==> src/rtl/owr_pkg.sv <==
package owr_pkg;

   // ROM layer control states
   typedef enum logic [1:0] {
      ROM_WAIT_CMD  = 2'd0,
      ROM_MEM_OPEN  = 2'd1,
      ROM_SEARCHING = 2'd2,
      ROM_PARKED    = 2'd3
   } rom_state_t;

   // Steps within one search bit
   typedef enum logic [1:0] {
      SPH_TRUE  = 2'd0,
      SPH_COMP  = 2'd1,
      SPH_WRITE = 2'd2
   } srch_phase_t;

endpackage

==> src/rtl/owr_cmd_collect.sv <==
// Assembles a command word from serial write bits, LSB first.
module owr_cmd_collect #(
   parameter int CMD_BITS = 8
) (
   input  logic                clk,
   input  logic                rst_n,
   input  logic                clr_i,
   input  logic                shift_i,
   input  logic                bit_i,
   output logic                done_o,
   output logic [CMD_BITS-1:0] byte_o
);
   localparam int CW = (CMD_BITS > 1) ? $clog2(CMD_BITS) : 1;
   localparam logic [CW-1:0] LAST = CW'(CMD_BITS - 1);

   generate
      if (CMD_BITS < 1) begin : g_bad_width
         $error("owr_cmd_collect: CMD_BITS must be at least 1");
      end
   endgenerate

   logic [CMD_BITS-1:0] sr_q;
   logic [CW-1:0]       cnt_q;

   // The newest bit enters at the top, so the first bit received ends at bit 0
   generate
      if (CMD_BITS == 1) begin : g_single
         assign byte_o = bit_i;
      end else begin : g_multi
         assign byte_o = {bit_i, sr_q[CMD_BITS-1:1]};
      end
   endgenerate

   assign done_o = shift_i && !clr_i && (cnt_q == LAST);

   always_ff @(posedge clk or negedge rst_n) begin
      if (!rst_n) begin
         sr_q  <= '0;
         cnt_q <= '0;
      end else if (clr_i) begin
         sr_q  <= '0;
         cnt_q <= '0;
      end else if (shift_i) begin
         sr_q  <= byte_o;
         cnt_q <= done_o ? '0 : cnt_q + 1'b1;
      end
   end

endmodule

==> src/rtl/owr_search_seq.sv <==
// Per-bit search sequencing: true bit, complement, then master's choice.
module owr_search_seq
   import owr_pkg::*;
#(
   parameter int                ID_BITS   = 64,
   parameter logic [ID_BITS-1:0] ID_CODE  = '0,
   parameter bit                LSB_FIRST = 1'b1
) (
   input  logic        clk,
   input  logic        rst_n,
   input  logic        clr_i,
   input  logic        rd_req_i,
   input  logic        wr_valid_i,
   input  logic        wr_bit_i,
   output logic        tx_bit_o,
   output logic        lose_o,
   output logic        win_o,
   output srch_phase_t phase_o
);
   localparam int IW = (ID_BITS > 1) ? $clog2(ID_BITS) : 1;
   localparam logic [IW-1:0] LAST_IDX = IW'(ID_BITS - 1);

   generate
      if (ID_BITS < 2) begin : g_bad_len
         $error("owr_search_seq: ID_BITS must be at least 2");
      end
   endgenerate

   logic [IW-1:0] idx_q;
   srch_phase_t   phase_q;
   logic          code_bit;
   logic          wr_hit;

   // Bit order of the identity walk is a build-time option
   generate
      if (LSB_FIRST) begin : g_lsb
         assign code_bit = ID_CODE[idx_q];
      end else begin : g_msb
         assign code_bit = ID_CODE[LAST_IDX - idx_q];
      end
   endgenerate

   always_comb begin
      case (phase_q)
         SPH_TRUE: tx_bit_o = code_bit;
         SPH_COMP: tx_bit_o = ~code_bit;
         default:  tx_bit_o = 1'b1;
      endcase
   end

   assign wr_hit  = wr_valid_i && !clr_i && (phase_q == SPH_WRITE);
   assign lose_o  = wr_hit && (wr_bit_i != code_bit);
   assign win_o   = wr_hit && (wr_bit_i == code_bit) && (idx_q == LAST_IDX);
   assign phase_o = phase_q;

   always_ff @(posedge clk or negedge rst_n) begin
      if (!rst_n) begin
         idx_q   <= '0;
         phase_q <= SPH_TRUE;
      end else if (clr_i) begin
         idx_q   <= '0;
         phase_q <= SPH_TRUE;
      end else begin
         case (phase_q)
            SPH_TRUE:  if (rd_req_i) phase_q <= SPH_COMP;
            SPH_COMP:  if (rd_req_i) phase_q <= SPH_WRITE;
            SPH_WRITE: if (wr_valid_i) begin
               phase_q <= SPH_TRUE;
               if (!lose_o && !win_o) idx_q <= idx_q + 1'b1;
            end
            default:   phase_q <= SPH_TRUE;
         endcase
      end
   end

endmodule

==> src/rtl/owr_rom_ctrl.sv <==
// ROM command state machine.
module owr_rom_ctrl
   import owr_pkg::*;
#(
   parameter int                  CMD_BITS   = 8,
   parameter logic [CMD_BITS-1:0] SKIP_CMD   = 8'hCC,
   parameter logic [CMD_BITS-1:0] SEARCH_CMD = 8'hF0
) (
   input  logic                clk,
   input  logic                rst_n,
   input  logic                bus_reset_i,
   input  logic                cmd_done_i,
   input  logic [CMD_BITS-1:0] cmd_byte_i,
   input  logic                lose_i,
   input  logic                win_i,
   output rom_state_t          state_o
);
   rom_state_t state_q, state_d;

   always_comb begin
      state_d = state_q;
      if (bus_reset_i) begin
         state_d = ROM_WAIT_CMD;
      end else begin
         case (state_q)
            ROM_WAIT_CMD: if (cmd_done_i) begin
               if (cmd_byte_i == SKIP_CMD)        state_d = ROM_MEM_OPEN;
               else if (cmd_byte_i == SEARCH_CMD) state_d = ROM_SEARCHING;
               else                               state_d = ROM_PARKED;
            end
            ROM_SEARCHING: begin
               if (lose_i)     state_d = ROM_PARKED;
               else if (win_i) state_d = ROM_MEM_OPEN;
            end
            default: state_d = state_q;
         endcase
      end
   end

   always_ff @(posedge clk or negedge rst_n) begin
      if (!rst_n) state_q <= ROM_WAIT_CMD;
      else        state_q <= state_d;
   end

   assign state_o = state_q;

endmodule

==> src/rtl/owr_rom_responder.sv <==
module owr_rom_responder
   import owr_pkg::*;
#(
   parameter int                  ID_BITS      = 64,
   parameter logic [ID_BITS-1:0]  ID_CODE      = 64'hA5C3_0F96_1E2D_4B7A,
   parameter bit                  ID_LSB_FIRST = 1'b1,
   parameter int                  CMD_BITS     = 8,
   parameter logic [CMD_BITS-1:0] SKIP_CMD     = 8'hCC,
   parameter logic [CMD_BITS-1:0] SEARCH_CMD   = 8'hF0
) (
   input  logic clk,
   input  logic rst_n,
   input  logic bus_reset_i,
   input  logic wr_valid_i,
   input  logic wr_bit_i,
   input  logic rd_req_i,
   output logic rd_bit_o,
   output logic mem_access_o
);
   generate
      if (SKIP_CMD == SEARCH_CMD) begin : g_bad_codes
         $error("owr_rom_responder: command codes must differ");
      end
   endgenerate

   rom_state_t          rom_state;
   srch_phase_t         srch_phase;
   logic                cmd_done;
   logic [CMD_BITS-1:0] cmd_byte;
   logic                srch_tx;
   logic                srch_lose;
   logic                srch_win;
   logic                srch_clr;

   owr_cmd_collect #(.CMD_BITS(CMD_BITS)) u_cmd (
      .clk     (clk),
      .rst_n   (rst_n),
      .clr_i   (bus_reset_i),
      .shift_i (wr_valid_i && (rom_state == ROM_WAIT_CMD)),
      .bit_i   (wr_bit_i),
      .done_o  (cmd_done),
      .byte_o  (cmd_byte)
   );

   assign srch_clr = bus_reset_i || (rom_state != ROM_SEARCHING);

   owr_search_seq #(
      .ID_BITS   (ID_BITS),
      .ID_CODE   (ID_CODE),
      .LSB_FIRST (ID_LSB_FIRST)
   ) u_srch (
      .clk        (clk),
      .rst_n      (rst_n),
      .clr_i      (srch_clr),
      .rd_req_i   (rd_req_i),
      .wr_valid_i (wr_valid_i),
      .wr_bit_i   (wr_bit_i),
      .tx_bit_o   (srch_tx),
      .lose_o     (srch_lose),
      .win_o      (srch_win),
      .phase_o    (srch_phase)
   );

   owr_rom_ctrl #(
      .CMD_BITS   (CMD_BITS),
      .SKIP_CMD   (SKIP_CMD),
      .SEARCH_CMD (SEARCH_CMD)
   ) u_ctrl (
      .clk         (clk),
      .rst_n       (rst_n),
      .bus_reset_i (bus_reset_i),
      .cmd_done_i  (cmd_done),
      .cmd_byte_i  (cmd_byte),
      .lose_i      (srch_lose),
      .win_i       (srch_win),
      .state_o     (rom_state)
   );

   // Open-drain: outside a search the ROM layer always releases the line
   assign rd_bit_o     = (rom_state == ROM_SEARCHING) ? srch_tx : 1'b1;
   assign mem_access_o = (rom_state == ROM_MEM_OPEN);

endmodule

==> config.mk <==
export PLATFORM = sky130hd
export DESIGN_NAME = owr_rom_responder
export DESIGN_NICKNAME = d
export VERILOG_FILES = /design/src/rtl/owr_pkg.sv /design/src/rtl/owr_cmd_collect.sv /design/src/rtl/owr_search_seq.sv /design/src/rtl/owr_rom_ctrl.sv /design/src/rtl/owr_rom_responder.sv
export SDC_FILE = /design/constraint.sdc
export NUM_CORES = 1
export LEC_CHECK = 0
export BUFFER_PORTS_ARGS = -buffer_cell sky130_fd_sc_hd__buf_4
export CAP_MARGIN = 5
export CORE_MARGIN = 3
export CORE_UTILIZATION = 59
export CTS_CLUSTER_DIAMETER = 120
export DETAILED_ROUTE_END_ITERATION = 10
export GPL_TIMING_DRIVEN = 0
export PLACE_DENSITY = 0.78
export SLEW_MARGIN = 20
export SYNTH_ARGS = -nofsm -noshare
export SYNTH_HDL_FRONTEND = slang
export SYNTH_SLANG_ARGS = --single-unit
==> constraint.sdc <==
create_clock -name clk -period 5.39 [get_ports clk]
set_clock_uncertainty 0.2 [all_clocks]
set_input_delay 0.2695 -clock clk [delete_from_list [all_inputs] [get_ports clk]]
set_output_delay 0.2695 -clock clk [all_outputs]
set_load 0.03 [all_outputs]
==> out/qor.yml <==
run_status: "completed"
grt_pass1_wl_um: 5100
min-delay-start: "rd_req_i"
rsz0062_at_grt: "false"
met2_usage: 0.403
holdWs_ps: 26.9
wl_per_cell_um: 15.7
leakage_nw: 0.664
end_kind: "primary output"
io_buffers: 7
rrSetupSlack_ps: 2400
critical_path.max_fanout: 9
start_util: 0.654
hpwl_um: 2120
cp_top_family: "compound AO/OA/AOI/OAI gates"
synthesis.area_um2: 1350
setup_tns_ps: 0
crit_buf_inv: 2
r2r-end: "u_srch.idx_q[4]$_DFFE_PN0P_"
ir_worst_vdd_mv: 0.168
syn_avg_cell_area_um2: 8.98
hp-class: "in -> reg"
yosys_register_bits: 20
nets: 179
antenna_found_initial: 0
drtAntennaViolNets: 0
multi_input_area_um2: 762
slowest_delay_ps: 530
synth_top_cells_by_area: "dfrtp_1 37%, ha_1 8.4%, a21oi_1 7.1%"
gr-total-overflow: 0
sw_frac_of_total: 0.212
cts_max_path_buffers: 2
h-tree-depth: 1
dp_slack_ps: 2450
critPathLaunchType: "flop"
first_pass_iters: 4
cts_hold_buf: 2
rows: 16
n_antenna_cell: 0
yosysSeqAreaShare: 0.371
drive_above_1_share: 0.141
seq_area_um2: 500
grtUsageMet1: 0.332
yosysMostFrequentCell: "nand2_1"
finalPower_uw: 299
fp.coreArea_um2: 2060
crit_slowest_cell: "dfrtp_1"
placed_cells: 184
r2r_start: "u_srch.idx_q[0]$_DFFE_PN0P_"
wirelength_um: 2980
fillers: 155
seq_power_share: 0.514
die_h_um: 53.8
p_comb_frac: 0.071
cts-root-buf: "clkbuf_4"
synth_ff_type: "dfrtp_1"
via_per_inst: 6.19
place_congestion: 0.916
synth_edf_count: 0
slew_viol_final: 0
internal_power_uw: 235
setup_viol: 0
grt_use_met3: 0.0499
period_share: 0.625
cts_resized: 0
post-route-util: 0.731
grt_max_degree: 21
cts.reportedPaths.clkPinSlew_ps: 120
num_vias: 1176
yosys-top-cells-count: "22 x nand2_1, 20 x dfrtp_1, 19 x a21oi_1, 9 x ha_1, 8 x nor2_1"
ys_types: 43
syn_nets: 165
initialDrtViolationCount: 28
worst_pin_slew_ps: 614
finalInstanceArea_um2: 1510
cp_data_arrival_time_ps: 2900
setup_ws_ps: 2020
die_area_um2: 2890
critPathKind: "reg -> out"
gr-usage-all-layers: 0.246
drc: 0
yosysTopAreaCellShare: 0.371
cts_tree: "done"
ys_warn_count: 0
hold_end: "u_srch.phase_o[0]$_DFFE_PN0P_"
busiest_layer: "met2"
numCtsBuffers: 3
power.switching_uw: 63.3
synth_top_area_cell: "dfrtp_1"
worstPathRequired_ps: 4920
crit_path_frequent_cell: "mux2i_1"
async_reset_ff_frac: 1.00
pwr-share-clk: 0.415
cts.sinks: 20
die_w_um: 53.8
p_per_area_nw_per_um2: 198
grt_pass1_vias: 1112
cap_violations: 0
period_minus_slack_ps: 3370
hold_viol_final: 0
clk_latency_ps: 310
max_freq_mhz: 297
area_growth_pct: 11.8
dpl-instance-area_um2: 1430
reg2regPathDepth: 9
cts_setup_buffers: 0
netlist_instances: 150
finalNonFillerCells: 190
io_pins: 8
min_path_cells: 3
maxSlewHeadroom: 0.580
crit_chain: "inv_1 > ha_1 > mux2i_1 > mux2i_1 > o31ai_1 > a21boi_1 > xnor2_1 > or3_1 > buf_4"
-- kinds of logic (layout without fill, tap and decap cells) --
kind of cell               count (synthesis)  in the layout  synth area share
xor gates and xnor gates                   3              3            0.0195
and+or+nand+nor                           64             64             0.259
DFF                                       20             20             0.371
muxes                                      3              3            0.0223
AOI/OAI and AO/OA                         38             38             0.181
adders and majority gates                  9              9            0.0836
buffers and inverters                     13             26            0.0631
-- layout make-up --
cell class,instances,share of cell area
plain buffers,9,0.0465
flip-flops and latches,20,0.332
clock buffers,3,0.0150
inverters,4,0.00997
well taps,27,0.0224
multi-input cells,117,0.506
clock inverters,1,0.0199
repair buffers,9,0.0482
-- worst max-delay path by stage --
stage                                           start  cells past startpoint  slack, ps                          end
final                     u_srch.idx_q[0]$_DFFE_PN0P_                      9       2020                     rd_bit_o
after global routing      u_srch.idx_q[0]$_DFFE_PN0P_                      9       1810                     rd_bit_o
after CTS                 u_srch.idx_q[0]$_DFFE_PN0P_                      9       2080                     rd_bit_o
after detailed placement  u_srch.idx_q[0]$_DFFE_PN0P_                      9       2450                     rd_bit_o
after global placement    u_srch.idx_q[0]$_DFFE_PN0P_                      9       2520                     rd_bit_o
after floorplan           u_srch.idx_q[0]$_DFFE_PN0P_                      9       2700  u_srch.idx_q[2]$_DFFE_PN0P_
-- cell usage in the layout, fill, tap and decap left out, types with 4 or more instances in the layout --
| cell | Yosys | layout |
|---|---|---|
| nand3b_1 | 4 | 4 |
| nand2_1 | 22 | 22 |
| a21oi_1 | 19 | 19 |
| o31ai_1 | 5 | 5 |
| nand3_1 | 4 | 4 |
| ha_1 | 9 | 9 |
| or4_1 | 4 | 4 |
| dfrtp_1 | 20 | 20 |
| inv_1 | 4 | 4 |
| buf_4 | 1 | 8 |
| nor2_1 | 8 | 8 |
-- per-layer routing --
metal | up-vias | routed length, um
met2 | 36 | 1370
met5 | - | 0
met4 | 0 | 18
li1 | 568 | -
met1 | 570 | 1410
met3 | 2 | 171
-- registers in the layout (all words and copies together), names as in the netlist --
register,flops
u_srch.idx_q,6
u_cmd.cnt_q,3
u_ctrl.state_o,2
u_srch.phase_o,2
u_cmd.sr_q,7
-- worst reg2reg max path, delay by kind of cell, from the launching register on --
family                     cells  cell delay [ps]
buffers and inverters          2              300
and+or+nand+nor                3              990
adders and majority gates      1              230
AOI/OAI and AO/OA              3              670
DFF                            1              530
-- power by group through the flow --
stage	logic (mW)	registers [mW]	clock network [mW]
6_report	0.0212	0.153	0.124
5_1_grt	0.0238	0.154	0.132
4_1_cts	0.0215	0.153	0.128
3_5_place_dp	0.0201	0.156	0
3_3_place_gp	0.0196	0.156	0
2_1_floorplan	0.0102	0.156	0
(Power assumes the default switching activity.)
